**config.mk**
```make
export PLATFORM = sky130hd
export DESIGN_NAME = rs_issue_pool
export DESIGN_NICKNAME = d
export VERILOG_FILES = /design/src/rtl/rs_pkg.sv /design/src/rtl/rs_src_wake.sv /design/src/rtl/rs_oldest_pick.sv /design/src/rtl/rs_issue_pool.sv
export SDC_FILE = /design/constraint.sdc
export NUM_CORES = 1
export LEC_CHECK = 0
export BUFFER_PORTS_ARGS = -buffer_cell sky130_fd_sc_hd__buf_2
export CORE_MARGIN = 4
export CORE_UTILIZATION = 55
export CTS_CLUSTER_SIZE = 12
export DETAILED_ROUTE_END_ITERATION = 16
export GPL_TIMING_DRIVEN = 0
export PLACE_DENSITY_LB_ADDON = 0.08
export SLEW_MARGIN = 20
export SYNTH_ARGS = -nofsm -noshare
export SYNTH_HDL_FRONTEND = slang
export SYNTH_HIERARCHICAL = 1
export SYNTH_SLANG_ARGS = --single-unit
```
**constraint.sdc**
```tcl
create_clock -name clk -period 19.85 [get_ports clk]
set_input_delay 3.97 -clock clk [delete_from_list [all_inputs] [get_ports clk]]
set_output_delay 3.97 -clock clk [all_outputs]
set_load 0.02 [all_outputs]
```
**src/rtl/rs_pkg.sv**
```systemverilog
package rs_pkg;
    localparam int unsigned RS_DEF_ENTRIES = 4;
    localparam int unsigned RS_DEF_DATA_W  = 16;
    localparam int unsigned RS_DEF_TAG_W   = 4;
    localparam int unsigned RS_DEF_OP_W    = 4;
    localparam int unsigned RS_NUM_SRC     = 2;
endpackage

```
**src/rtl/rs_src_wake.sv**
```systemverilog
module rs_src_wake #(
    parameter int unsigned DATA_W = 16,
    parameter int unsigned TAG_W  = 4
) (
    input  logic              rdy_i,
    input  logic [DATA_W-1:0] val_i,
    input  logic [TAG_W-1:0]  tag_i,
    input  logic              bc_valid_i,
    input  logic [TAG_W-1:0]  bc_tag_i,
    input  logic [DATA_W-1:0] bc_data_i,
    output logic              rdy_o,
    output logic [DATA_W-1:0] val_o
);
    logic hit;

    always_comb begin
        hit   = !rdy_i && bc_valid_i && (tag_i == bc_tag_i);
        rdy_o = rdy_i | hit;
        val_o = hit ? bc_data_i : val_i;
    end
endmodule

```
**src/rtl/rs_oldest_pick.sv**
```systemverilog
module rs_oldest_pick #(
    parameter int unsigned N     = 4,
    parameter int unsigned AGE_W = 2,
    localparam int unsigned IDX_W = (N > 1) ? $clog2(N) : 1
) (
    input  logic [N-1:0]            req_i,
    input  logic [N-1:0][AGE_W-1:0] age_i,
    output logic                    grant_valid_o,
    output logic [IDX_W-1:0]        grant_idx_o
);
    logic [AGE_W-1:0] best;

    always_comb begin
        grant_valid_o = 1'b0;
        grant_idx_o   = '0;
        best          = '0;
        for (int i = 0; i < N; i++) begin
            if (req_i[i] && (!grant_valid_o || age_i[i] > best)) begin
                grant_valid_o = 1'b1;
                grant_idx_o   = IDX_W'(i);
                best          = age_i[i];
            end
        end
    end
endmodule

```
**src/rtl/rs_issue_pool.sv**
```systemverilog
module rs_issue_pool
    import rs_pkg::*;
#(
    parameter int unsigned ENTRIES  = RS_DEF_ENTRIES,
    parameter int unsigned DATA_W   = RS_DEF_DATA_W,
    parameter int unsigned TAG_W    = RS_DEF_TAG_W,
    parameter int unsigned OP_W     = RS_DEF_OP_W,
    parameter int unsigned BASE_TAG = 4
) (
    input  logic              clk,
    input  logic              rst_n,
    input  logic              alloc_valid,
    input  logic [OP_W-1:0]   alloc_op,
    input  logic              alloc_a_rdy,
    input  logic [DATA_W-1:0] alloc_a_val,
    input  logic [TAG_W-1:0]  alloc_a_tag,
    input  logic              alloc_b_rdy,
    input  logic [DATA_W-1:0] alloc_b_val,
    input  logic [TAG_W-1:0]  alloc_b_tag,
    output logic [TAG_W-1:0]  alloc_tag,
    output logic              full,
    input  logic              bc_valid,
    input  logic [TAG_W-1:0]  bc_tag,
    input  logic [DATA_W-1:0] bc_data,
    input  logic              fu_ready,
    output logic              disp_valid,
    output logic [OP_W-1:0]   disp_op,
    output logic [DATA_W-1:0] disp_a,
    output logic [DATA_W-1:0] disp_b,
    output logic [TAG_W-1:0]  disp_tag
);
    localparam int unsigned IDX_W = (ENTRIES > 1) ? $clog2(ENTRIES) : 1;
    localparam int unsigned AGE_W = IDX_W;
    localparam int unsigned NSRC  = RS_NUM_SRC;

    typedef struct packed {
        logic                        busy;
        logic [OP_W-1:0]             op;
        logic [NSRC-1:0]             rdy;
        logic [NSRC-1:0][DATA_W-1:0] val;
        logic [NSRC-1:0][TAG_W-1:0]  tag;
        logic [AGE_W-1:0]            age;
    } slot_t;

    typedef struct packed {
        slot_t [ENTRIES-1:0] slot;
    } pool_t;

    pool_t pool_d, pool_q;

    logic [ENTRIES-1:0]                        busy_vec;
    logic [ENTRIES-1:0]                        ready_vec;
    logic [ENTRIES-1:0][AGE_W-1:0]             age_vec;
    logic [ENTRIES-1:0][NSRC-1:0]              woke_rdy;
    logic [ENTRIES-1:0][NSRC-1:0][DATA_W-1:0]  woke_val;
    logic [NSRC-1:0]                           in_rdy, new_rdy;
    logic [NSRC-1:0][DATA_W-1:0]               in_val, new_val;
    logic [NSRC-1:0][TAG_W-1:0]                in_tag;
    logic                                      pick_v;
    logic [IDX_W-1:0]                          pick_idx;
    logic [IDX_W-1:0]                          free_idx;
    logic                                      accept, fire;

    assign in_rdy = {alloc_b_rdy, alloc_a_rdy};
    assign in_val = {alloc_b_val, alloc_a_val};
    assign in_tag = {alloc_b_tag, alloc_a_tag};

    // Wakeup compare for every stored source and for the incoming pair.
    for (genvar e = 0; e < ENTRIES; e++) begin : g_slot
        for (genvar s = 0; s < NSRC; s++) begin : g_src
            rs_src_wake #(.DATA_W(DATA_W), .TAG_W(TAG_W)) u_wake (
                .rdy_i      (pool_q.slot[e].rdy[s]),
                .val_i      (pool_q.slot[e].val[s]),
                .tag_i      (pool_q.slot[e].tag[s]),
                .bc_valid_i (bc_valid),
                .bc_tag_i   (bc_tag),
                .bc_data_i  (bc_data),
                .rdy_o      (woke_rdy[e][s]),
                .val_o      (woke_val[e][s])
            );
        end
        assign busy_vec[e]  = pool_q.slot[e].busy;
        assign ready_vec[e] = pool_q.slot[e].busy && (&pool_q.slot[e].rdy);
        assign age_vec[e]   = pool_q.slot[e].age;
    end

    for (genvar s = 0; s < NSRC; s++) begin : g_in
        rs_src_wake #(.DATA_W(DATA_W), .TAG_W(TAG_W)) u_wake_in (
            .rdy_i      (in_rdy[s]),
            .val_i      (in_val[s]),
            .tag_i      (in_tag[s]),
            .bc_valid_i (bc_valid),
            .bc_tag_i   (bc_tag),
            .bc_data_i  (bc_data),
            .rdy_o      (new_rdy[s]),
            .val_o      (new_val[s])
        );
    end

    rs_oldest_pick #(.N(ENTRIES), .AGE_W(AGE_W)) u_pick (
        .req_i         (ready_vec),
        .age_i         (age_vec),
        .grant_valid_o (pick_v),
        .grant_idx_o   (pick_idx)
    );

    always_comb begin
        free_idx = '0;
        for (int e = ENTRIES - 1; e >= 0; e--) begin
            if (!busy_vec[e]) free_idx = IDX_W'(e);
        end
    end

    assign full      = &busy_vec;
    assign accept    = alloc_valid && !full;
    assign fire      = pick_v && fu_ready;
    assign alloc_tag = TAG_W'(BASE_TAG) + TAG_W'(free_idx);

    always_comb begin
        pool_d = pool_q;
        for (int e = 0; e < ENTRIES; e++) begin
            if (pool_q.slot[e].busy) begin
                pool_d.slot[e].rdy = woke_rdy[e];
                pool_d.slot[e].val = woke_val[e];
                pool_d.slot[e].age = pool_q.slot[e].age
                                   + AGE_W'(accept)
                                   - AGE_W'(fire && (pool_q.slot[e].age > age_vec[pick_idx]));
                if (fire && pick_idx == IDX_W'(e)) begin
                    pool_d.slot[e] = '0;
                end
            end
            if (accept && free_idx == IDX_W'(e)) begin
                pool_d.slot[e].busy = 1'b1;
                pool_d.slot[e].op   = alloc_op;
                pool_d.slot[e].rdy  = new_rdy;
                pool_d.slot[e].val  = new_val;
                pool_d.slot[e].tag  = in_tag;
                pool_d.slot[e].age  = '0;
            end
        end
    end

    always_ff @(posedge clk) begin
        if (!rst_n) pool_q <= '0;
        else        pool_q <= pool_d;
    end

    assign disp_valid = pick_v;
    assign disp_op    = pool_q.slot[pick_idx].op;
    assign disp_a     = pool_q.slot[pick_idx].val[0];
    assign disp_b     = pool_q.slot[pick_idx].val[1];
    assign disp_tag   = TAG_W'(BASE_TAG) + TAG_W'(pick_idx);
endmodule

```
== Yosys cells after proc, flatten, opt, wreduce, memory -nomap -nowiden ==
Index checks and enable logic that the tools add are counted.

* $add $sub $neg: 10
* $lt $le $gt $ge: 8
* Equality and inequality tests: 16
* Multiplexer cells: 40
* Bitwise logic cells: 11
* Reductions and logical operators: 97

{| class="wikitable"
|+ Operator list
! cell !! count
|-
| $mux W49 || 12
|-
| $mux W16 || 10
|-
| $bmux W49 S2 || 1
|-
| $mux W48 || 1
|-
| $logic_and A1 B1 Y1 || 41
|-
| $eq A4 B4 Y1 || 10
|-
| $reduce_and A2 Y1 || 16
|-
| $reduce_bool A3 Y1 || 8
|-
| $mux W2 || 10
|-
| $reduce_bool A2 Y1 || 8
|-
| $gt A2 B2 Y1 || 7
|-
| $logic_not A1 Y1 || 14
|-
| $or A1 B1 Y1 || 10
|-
| $add A2 B1 Y2 || 4
|-
| $add A3 B2 Y4 const A || 2
|-
| $eq A2 B2 Y1 const B || 4
|-
| $reduce_or A2 Y1 || 4
|-
| $sub A2 B1 Y2 || 4
|-
| $mux W1 || 5
|-
| $bmux W2 S2 || 1
|-
| $eq A2 B1 Y1 const B || 2
|-
| $logic_not A2 Y1 || 2
|-
| $reduce_and A4 Y1 || 1
|-
| $logic_or A1 B1 Y1 || 3
|-
| 2 further kinds || 2
|}

* Bits in registers: 196
* Input bits: 71
* Output and inout bits: 46
* Word-level logic and storage cells: 214

== Depth between registers and ports, before layout ==
Gate-level depths: netlist of the first run.

* Depth in word-level cells: 23
* Depth in mapped cells: 33
* Gate-level depth less buffers: 27

== By module ==
The synthesis of the first run kept the hierarchy.

{| class="wikitable"
|+ By module, submodules not included
! module !! instances !! cells an instance !! area each (um2) !! seq. area each (um2)
|-
| rs_issue_pool || 1 || 1167 || 9791.9 || 3923.8
|-
| rs_src_wake || 10 || 24 || 301.5 || 0.0
|-
| rs_oldest_pick || 1 || 36 || 257.7 || 0.0
|}

== Worst setup path after synthesis of the first run ==
No wires, ideal clock.

* Kind: register to output
* From: register pool_q, in the netlist busy_vec[0]
* To: output disp_b[10]
* Arrival: 5.525 ns
* Required time: 15.880 ns
* Setup slack: 10.355 ns
* Stages on the path, launching flop included: 24
* Buffers on the path: 6
* Cell sequence: dfxtp_1 > buf_4 > buf_2 > buf_1 > and3_1 > nand2_1 > ha_1 > nor2b_1 > o311a_1 > a32oi_1 > ha_1 > nor2b_1 > a2bb2oi_1 > o21ai_1 > mux2_1 > ha_1 > nor2b_1 > a2bb2oi_1 > nand2_1 > o221ai_1 > buf_2 > buf_2 > buf_4 > mux4_2

* Cells in the longest elaborated chain, start to end: 16
* Elaborated cells between the ends (all ways): 24
* Classes of those cells: 3 x order compare; 11 x mux; 10 x reduce/logical

{| class="wikitable"
|+ Ends and longest elaborated chain
! what !! RTL line !! text
|-
| start: declaration || rs_issue_pool.sv:49 || <nowiki>pool_t pool_d, pool_q;</nowiki>
|-
| start signal: assignment || rs_issue_pool.sv:145 || <nowiki>else pool_q <= pool_d;</nowiki>
|-
| $logic_and A1 B1 Y1 (*) || rs_issue_pool.sv:83 || <nowiki>assign ready_vec[e] = pool_q.slot[e].busy && (&pool_q.slot[e].rdy);</nowiki>
|-
| named net ready_vec[0] || rs_issue_pool.sv:52 || <nowiki>logic [ENTRIES-1:0] ready_vec;</nowiki>
|-
| $mux W2 / $mux W1 (equally long branches) || rs_oldest_pick.sv:18 || <nowiki>if (req_i[i] && (!grant_valid_o || age_i[i] > best)) begin</nowiki>
|-
| $gt A2 B2 Y1 / $logic_not A1 Y1 (equally long branches) || rs_oldest_pick.sv:18 ||
|-
| $logic_or A1 B1 Y1 || rs_oldest_pick.sv:18 ||
|-
| $logic_and A1 B1 Y1 || rs_oldest_pick.sv:18 ||
|-
| $mux W2 / $mux W1 (equally long branches) || rs_oldest_pick.sv:18 ||
|-
| $gt A2 B2 Y1 / $logic_not A1 Y1 (equally long branches) || rs_oldest_pick.sv:18 ||
|-
| $logic_or A1 B1 Y1 || rs_oldest_pick.sv:18 ||
|-
| $logic_and A1 B1 Y1 || rs_oldest_pick.sv:18 ||
|-
| $mux W2 / $mux W1 (equally long branches) || rs_oldest_pick.sv:18 ||
|-
| $gt A2 B2 Y1 / $logic_not A1 Y1 (equally long branches) || rs_oldest_pick.sv:18 ||
|-
| $logic_or A1 B1 Y1 || rs_oldest_pick.sv:18 ||
|-
| $logic_and A1 B1 Y1 || rs_oldest_pick.sv:18 ||
|-
| $mux W2 (*) || rs_oldest_pick.sv:18 ||
|-
| $bmux W49 S2 (*) || rs_issue_pool.sv:151 || <nowiki>assign disp_b = pool_q.slot[pick_idx].val[1];</nowiki>
|-
| $mux W48 (not written as such) (*) || rs_issue_pool.sv:151 ||
|-
| end: declaration || rs_issue_pool.sv:29 || <nowiki>output logic [DATA_W-1:0] disp_b,</nowiki>
|}

The timed path passes the listed nets; every way through them passes the cells marked *. The select of a mux whose other input is x is not followed.

== Final worst setup path of the first run ==
* From: register pool_q, in the netlist busy_vec[0]
* To: output disp_b[15]

The elaborated chain is that of the path after synthesis.

==> summary.md, run 1 <==
| Metric | Value |
|---|---|
| Core footprint | 0.0234 mm2 |
| Top-count cell post-synth | sky130_fd_sc_hd__a21oi_1 |
| Effective utilization at floorplan | 0.558 |
| Num CTS Buffers | 17 |
| Fraction of synthesized cell area taken by the top area cell type | 0.300 |
| Clock sinks | 196 |
| Signal arrival time at the worst endpoint | 7.50 ns |
| Fraction of the yosys area taken by sequential cells | 0.300 |
| CP Capture Type | primary output |
| Setup-failing EPs final | 0 |
| Non-filler cells in the finished layout | 1907 |
| Setup clock skew after layout | 0.0160 ns |
| Run status | completed |
| # port buffers | 111 |
| CP Max Fanout | 10 |
| Source-to-sink clock delay at the later pin of the worst-skew pair | 0.46 ns |
| Fraction of the cycle the final worst path needs | 0.578 |
| Endpoint required time on the critical path | 15.88 ns |
| First-pass GRT wire length | 73700 um |
| RSZ-0062 raised after global routing | no |
| Syn. warnings | 6 |
| Vias | 12867 |
| Number of search-and-repair iterations in the first detailed-routing pass | 7 |
| FP Rows | 56 |
| DRC violations left | 0 |
| Maximum resistive drop on vdd | 0.0542 mV |
| Number of hold-repair buffers added at the cts stage | 0 |
| Leakage power summed over all cells | 5.79 nW |
| Number of DRC violations after detailed-routing iteration 0 | 1862 |
| Placer congestion estimate | 0.928 |
| Clk slew on worst S/H paths | 0.08 ns |
| Via count of the first global-routing pass | 12225 |
| Critical Setup Path Class | flip-flop to primary output |
| Fraction of layout instances using a drive strength above 1 | 0.281 |
| Minimum clock period | 11.47 ns |
| Fin worst setup slack | 8.38 ns |
| FILL cells | 2122 |
| Final hold violation count | 0 |
| Post-CTS setup buffers | 0 |
| Number of register bits inferred by synthesis | 196 |
| Max-slew violation total from the final report | 0 |
| Worst slew margin relative to its limit | 0.333 |
| I/O pin cnt | 117 |
| Number of synthesized flops with an enable pin | 0 |
| Dominant cell type by area after synthesis | sky130_fd_sc_hd__dfxtp_1 |
| Total number of H-tree levels | 4 |
| Cells along the critical path | buf_4 -> buf_2 -> buf_1 -> and3_1 -> nand2_1 -> ha_1 -> nor2b_1 -> o311a_1 -> a32oi_1 -> ha_1 -> nor2b_1 -> a2bb2oi_1 -> o21ai_1 -> mux2_1 -> ha_1 -> nor2b_1 -> a2bb2oi_1 -> o21ai_0 -> nand2_1 -> buf_2 -> buf_1 -> mux4_2 -> buf_2 |
| Critical path startpoint category | flip-flop |
| GRT Util Overall | 0.367 |
| Placement Setup Slack | 8.94 ns |
| Routed WL | 49400 um |
| Number of max-capacitance violations reported | 0 |
| Summed instance area of the synthesized netlist | 0.0131 mm2 |
| Number of nets with antenna violations after routing | 0 |
| PostCTS Resize Cnt | 0 |
| Antenna Diode Count | 0 |
| Horizontal extent of the die | 162 um |
| Max Freq | 87.2 MHz |
| HPWL reported at the end of detailed placement | 34200 um |
| Via density per instance | 6.75 |
| Most area-consuming cells after synthesis | sky130_fd_sc_hd__dfxtp_1 (30%), sky130_fd_sc_hd__mux2_4 (10%), sky130_fd_sc_hd__a21oi_1 (8.4%) |
| Overflow left after global routing | 0 |
| Area growth, synth to finish | 11.8% |
| Post-synthesis area per instance | 9.05 um2 |
| Ranking of synthesized cells by instance count | sky130_fd_sc_hd__a21oi_1 (219), sky130_fd_sc_hd__dfxtp_1 (196), sky130_fd_sc_hd__nand3_1 (139) |
| Chip Height | 162 um |
| TritonCTS clock tree | yes |
| Number of distinct library cells after synthesis | 54 |
| Initial antenna violation count | 0 |
| Slowest library cell on the worst path | sky130_fd_sc_hd__buf_1 |
| Max incr delay on CP | 0.79 ns |
| Post-DR wirelength/cell | 25.9 um |
| Gate count of the mapped netlist | 1443 |
| TNS Setup | 0 ns |
| Proportion of synthesized flip-flops having asynchronous set or reset | 0 |
| Primary flip-flop cell chosen by synthesis mapping | sky130_fd_sc_hd__dfxtp_1 |
| Measured slew at the worst slew-check pin | 1.00 ns |
| Class of the most critical hold timing path | flip-flop to flip-flop |
| Number of nets in the layout | 1668 |
| Number of placed cells counting well taps | 1875 |
| Die Footprint | 0.0263 mm2 |
| Total power per unit cell area | 64.8 mW/mm2 |
| Clk Tree Root Cell | sky130_fd_sc_hd__clkbuf_16 |
| Buffer levels on the longest clock path | 2 |
| Maximum number of pins on one net before global-route repair | 20 |
## placed cells by master (no fill, tap or decap), types with 3 or more instances in the layout
| cell | netlist | final |
|---|---|---|
| sky130_fd_sc_hd__mux4_2 | 38 | 38 |
| sky130_fd_sc_hd__nor2b_1 | 7 | 7 |
| sky130_fd_sc_hd__or3_1 | 3 | 3 |
| sky130_fd_sc_hd__mux2_4 | 91 | 91 |
| sky130_fd_sc_hd__nand4b_4 | 11 | 11 |
| sky130_fd_sc_hd__and3_1 | 4 | 4 |
| sky130_fd_sc_hd__a311oi_1 | 27 | 27 |
| sky130_fd_sc_hd__inv_2 | 3 | 3 |
| sky130_fd_sc_hd__nor2_1 | 6 | 6 |
| sky130_fd_sc_hd__xnor2_1 | 13 | 13 |
| sky130_fd_sc_hd__clkbuf_16 | 0 | 17 |
| sky130_fd_sc_hd__inv_6 | 0 | 3 |
| sky130_fd_sc_hd__nand3_1 | 139 | 139 |
| sky130_fd_sc_hd__clkinv_4 | 0 | 4 |
| sky130_fd_sc_hd__a31oi_1 | 4 | 4 |
| sky130_fd_sc_hd__o21ai_0 | 120 | 120 |
| sky130_fd_sc_hd__o22ai_1 | 13 | 13 |
| sky130_fd_sc_hd__inv_8 | 0 | 3 |
| sky130_fd_sc_hd__mux2_2 | 80 | 80 |
| sky130_fd_sc_hd__a211oi_1 | 6 | 6 |
| sky130_fd_sc_hd__a21oi_1 | 219 | 219 |
| sky130_fd_sc_hd__or2b_1 | 10 | 10 |
| sky130_fd_sc_hd__buf_4 | 12 | 12 |
| sky130_fd_sc_hd__xor2_1 | 31 | 31 |
| sky130_fd_sc_hd__inv_1 | 22 | 22 |
| sky130_fd_sc_hd__conb_1 | 2 | 4 |
| sky130_fd_sc_hd__o211ai_1 | 38 | 38 |
| sky130_fd_sc_hd__buf_6 | 11 | 11 |
| sky130_fd_sc_hd__nand4b_1 | 3 | 3 |
| sky130_fd_sc_hd__nor3_2 | 10 | 10 |
| sky130_fd_sc_hd__nor3_1 | 36 | 36 |
| sky130_fd_sc_hd__a311oi_2 | 7 | 7 |
| sky130_fd_sc_hd__buf_2 | 38 | 149 |
| sky130_fd_sc_hd__buf_1 | 10 | 10 |
| sky130_fd_sc_hd__ha_1 | 22 | 22 |
| sky130_fd_sc_hd__nand2_1 | 114 | 114 |
| sky130_fd_sc_hd__clkbuf_1 | 73 | 73 |
| sky130_fd_sc_hd__dfxtp_1 | 196 | 196 |
## layer usage
layer / global-route usage / vias up / routed length, um
met5: 0 / - / 0
met4: 0.182 / 0 / 2540
met3: 0.0855 / 179 / 5590
met2: 0.561 / 918 / 22100
met1: 0.488 / 6160 / 19200
li1: - / 5610 / -
## through the flow
| step | power (W) | utilization | hold WS (ns) | cell area, um2 |
|---|---|---|---|---|
| after floorplan | 0.000534 | - | 0.443 | 13100 |
| after CTS | 0.000938 | 0.624 | 0.478 | 14600 |
| final | 0.000946 | 0.624 | 0.481 | 14600 |
| after detailed placement | 0.000595 | 0.599 | 0.466 | 14000 |
| after global placement | 0.000592 | 0.599 | 0.461 | 14000 |
| after global routing | 0.000969 | 0.624 | 0.496 | 14600 |
## report_power, final
part           switching [W]  leakage [nW]  internal, W
clock               0.000184         0.283     0.000170
sequential         0.0000130          1.59     0.000409
combinational       0.000103          3.91    0.0000667
## final timing paths
check	end	from	depth (start not counted)	slack [ns]
worst max-delay path	disp_b[15]	busy_vec[0]$_SDFF_PN0_	23	8.38
worst min-delay path	pool_q[191]$_SDFFE_PN0P_	pool_q[191]$_SDFFE_PN0P_	2	0.48
worst max register to register	age_vec[5]$_SDFFE_PP0P_	busy_vec[0]$_SDFF_PN0_	30	11.09
worst min register to register	pool_q[191]$_SDFFE_PN0P_	pool_q[191]$_SDFFE_PN0P_	2	0.48
## sequential cells by signal, summed over array words and instances, names as in the netlist
| signal | flops |
|---|---|
| pool_q | 184 |
| age_vec | 8 |
| busy_vec | 4 |
## cell type report
| type | instances | area (um2) | share of cell area |
|---|---|---|---|
| flip-flops and latches | 196 | 3920 | 0.269 |
| clock buffers | 18 | 439 | 0.0301 |
| inverters | 26 | 97.6 | 0.00668 |
| multi-input cells | 1079 | 8340 | 0.571 |
| repair buffers | 111 | 556 | 0.0380 |
| clock inverters | 14 | 140 | 0.00959 |
| plain buffers | 144 | 716 | 0.0490 |
| well taps | 319 | 399 | 0.0273 |
## critical path: cells and delay by family, from the launching register on
family,cells,cell delay [ns]
buffers and inverters,6,2.43
muxes,2,0.83
and+or+nand+nor,6,1.15
DFF,1,0.42
AOI/OAI and AO/OA,6,1.31
adders and majority gates,3,0.87
## cell families after synthesis
kind of cell    count (synthesis)  share of synthesized area
flops                         196                      0.300
simple gates                  357                      0.152
fa+ha+maj                      22                     0.0211
mux                           210                      0.240
xor+xnor                       44                     0.0295
buf+inv                       170                     0.0622
compound gates                442                      0.195
other cells                     2                   0.000575
Note: power is estimated with default switching activity, not from simulation.
==> run 2, diff against run 1 <==
- clock period: 19.85 -> 11.1 ns (I/O delays scaled with it)
==> summary.md, run 2 (synthesized netlist as in run 1, its figures left out) <==
| Metric | Value |
|---|---|
| PostCTS Resize Cnt | 0 |
| Most common cell after layout, fill and taps aside | sky130_fd_sc_hd__a21oi_1 |
| Via density per instance | 6.72 |
| Met2 demand-to-capacity share in global routing | 0.559 |
| HPWL reported at the end of detailed placement | 34200 um |
| I/O pin cnt | 117 |
| Run status | completed |
| Number of nets with antenna violations after routing | 0 |
| Leakage power summed over all cells | 5.79 nW |
| Maximum resistive drop on vdd | 0.0952 mV |
| GR peak layer | met2 |
| Measured slew at the worst slew-check pin | 0.992 ns |
| TNS Setup | 0 ns |
| Relative contribution of sequential cells to total power | 0.447 |
| Critical path startpoint category | flip-flop |
| Critical Setup Path Class | flip-flop to primary output |
| Setup clock skew after layout | 0.0230 ns |
| Buffer levels on the longest clock path | 2 |
| Routed WL | 49400 um |
| Initial antenna violation count | 0 |
| Internal power | 0.00116 W |
| Clk Tree Root Cell | sky130_fd_sc_hd__clkbuf_16 |
| Max Freq | 102 MHz |
| Post-DR wirelength/cell | 25.9 um |
| Final hold violation count | 0 |
| FP Rows | 56 |
| Switching portion of total power | 0.316 |
| Via count of the first global-routing pass | 12231 |
| # port buffers | 111 |
| Max-slew violation total from the final report | 0 |
| Number of buffers and inverters on the critical path | 6 |
| Number of flip-flops in the largest register | 184 |
| Fraction of layout instances using a drive strength above 1 | 0.281 |
| Largest reg by FF count | pool_q |
| Number of DRC violations after detailed-routing iteration 0 | 1816 |
| Clock sinks | 196 |
| Placement Setup Slack | 1.94 ns |
| Endpoint required time on the critical path | 8.88 ns |
| Overflow left after global routing | 0 |
| GRT Util Overall | 0.366 |
| Core footprint | 0.0234 mm2 |
| Part of the total power dissipated in combinational logic | 0.180 |
| Total number of H-tree levels | 4 |
| Fraction of the cycle the final worst path needs | 0.879 |
| Commonest non-fill, non-tap cells in the layout | sky130_fd_sc_hd__a21oi_1 (219), sky130_fd_sc_hd__dfxtp_1 (196), sky130_fd_sc_hd__buf_2 (149), sky130_fd_sc_hd__nand3_1 (139), sky130_fd_sc_hd__o21ai_0 (120) |
| Slowest library cell on the worst path | sky130_fd_sc_hd__buf_1 |
| Switching pwr | 0.000534 W |
| Met3 Use GR | 0.0870 |
| Chip Height | 162 um |
| Placer congestion estimate | 0.928 |
| CP Max Fanout | 10 |
| Effective utilization at floorplan | 0.558 |
| TritonCTS clock tree | yes |
| Vias | 12814 |
| Setup slack, reg-to-reg | 2.36 ns |
| Die Footprint | 0.0263 mm2 |
| Met1 track demand over resource in global routing | 0.488 |
| Source-to-sink clock delay at the later pin of the worst-skew pair | 0.46 ns |
| Cells along the critical path | buf_4 -> buf_2 -> buf_1 -> and3_1 -> nand2_1 -> ha_1 -> nor2b_1 -> o311a_1 -> a32oi_1 -> ha_1 -> nor2b_1 -> a2bb2oi_1 -> o21ai_1 -> mux2_1 -> ha_1 -> nor2b_1 -> a2bb2oi_1 -> o21ai_0 -> nand2_1 -> buf_2 -> buf_1 -> mux4_2 -> buf_2 |
| Clock Power Share | 0.374 |
| Antenna Diode Count | 0 |
| Number of max-capacitance violations reported | 0 |
| Max incr delay on CP | 0.78 ns |
| Minimum clock period | 9.76 ns |
| CP Capture Type | primary output |
| Class of the most critical hold timing path | flip-flop to flip-flop |
| Num CTS Buffers | 17 |
| Number of search-and-repair iterations in the first detailed-routing pass | 7 |
| Worst slew margin relative to its limit | 0.338 |
| Area growth, synth to finish | 11.8% |
| DRC violations left | 0 |
| Number of nets in the layout | 1668 |
| First-pass GRT wire length | 73700 um |
| Maximum number of pins on one net before global-route repair | 20 |
| Number of hold-repair buffers added at the cts stage | 0 |
| Signal arrival time at the worst endpoint | 7.54 ns |
| Setup-failing EPs final | 0 |
| Fin worst setup slack | 1.34 ns |
| Family with the most delay on the worst path | buffers and inverters |
| RSZ-0062 raised after global routing | no |
| Total power per unit cell area | 116 mW/mm2 |
| Clk slew on worst S/H paths | 0.08 ns |
| Horizontal extent of the die | 162 um |
| Post-CTS setup buffers | 0 |
[run 2: final timing paths]
| path | from | end | depth (start not counted) |
|---|---|---|---|
| max | busy_vec[0]$_SDFF_PN0_ | disp_b[15] | 23 |
| min | pool_q[152]$_SDFFE_PN0P_ | pool_q[152]$_SDFFE_PN0P_ | 2 |
| max reg2reg | busy_vec[0]$_SDFF_PN0_ | age_vec[5]$_SDFFE_PP0P_ | 30 |
| min reg2reg | pool_q[152]$_SDFFE_PN0P_ | pool_q[152]$_SDFFE_PN0P_ | 2 |
[run 2: cell type report]
| type | instances | area, um2 |
|---|---|---|
| clock buffers | 18 | 439 |
| plain buffers | 144 | 716 |
| inverters | 26 | 97.6 |
| well taps | 319 | 399 |
| clock inverters | 14 | 140 |
| repair buffers | 111 | 556 |
| fillers | 2122 | 8800 |
| multi-input cells | 1079 | 8340 |
| flip-flops and latches | 196 | 3920 |
[run 2: per-layer routing]
layer  routed length [um]  vias to the layer above
met3                 5440                      197
met2                21800                      897
met5                    0                        -
met4                 2620                        0
li1                     -                     5604
met1                19500                     6116
[run 2: through the flow]
step / instances / hold slack, ns / util / total power [W] / area [um2]
CTS: 1907 / 0.478 / 0.624 / 0.00168 / 14600
finish: 1907 / 0.480 / 0.624 / 0.00169 / 14600
floorplan: 1445 / 0.443 / - / 0.000955 / 13100
global route: 1907 / 0.496 / 0.624 / 0.00173 / 14600
global placement: 1875 / 0.461 / 0.599 / 0.00106 / 14000
detailed placement: 1875 / 0.466 / 0.599 / 0.00106 / 14000
[run 2: power by group through the flow]
stage / logic, W / clock network (W) / registers [W]
6_report: 0.000304 / 0.000631 / 0.000754
5_1_grt: 0.000321 / 0.000655 / 0.000756
4_1_cts: 0.000295 / 0.000629 / 0.000753
3_5_place_dp: 0.000294 / 0 / 0.000769
3_3_place_gp: 0.000290 / 0 / 0.000768
2_1_floorplan: 0.000194 / 0 / 0.000761
[run 2: tightest hold or removal path, delay by kind of cell, from the launching register on]
family	cells	cell delay (ns)
AO/OA/AOI/OAI	1	0.06
flip-flops	1	0.32
AND/OR/NAND/NOR	1	0.05
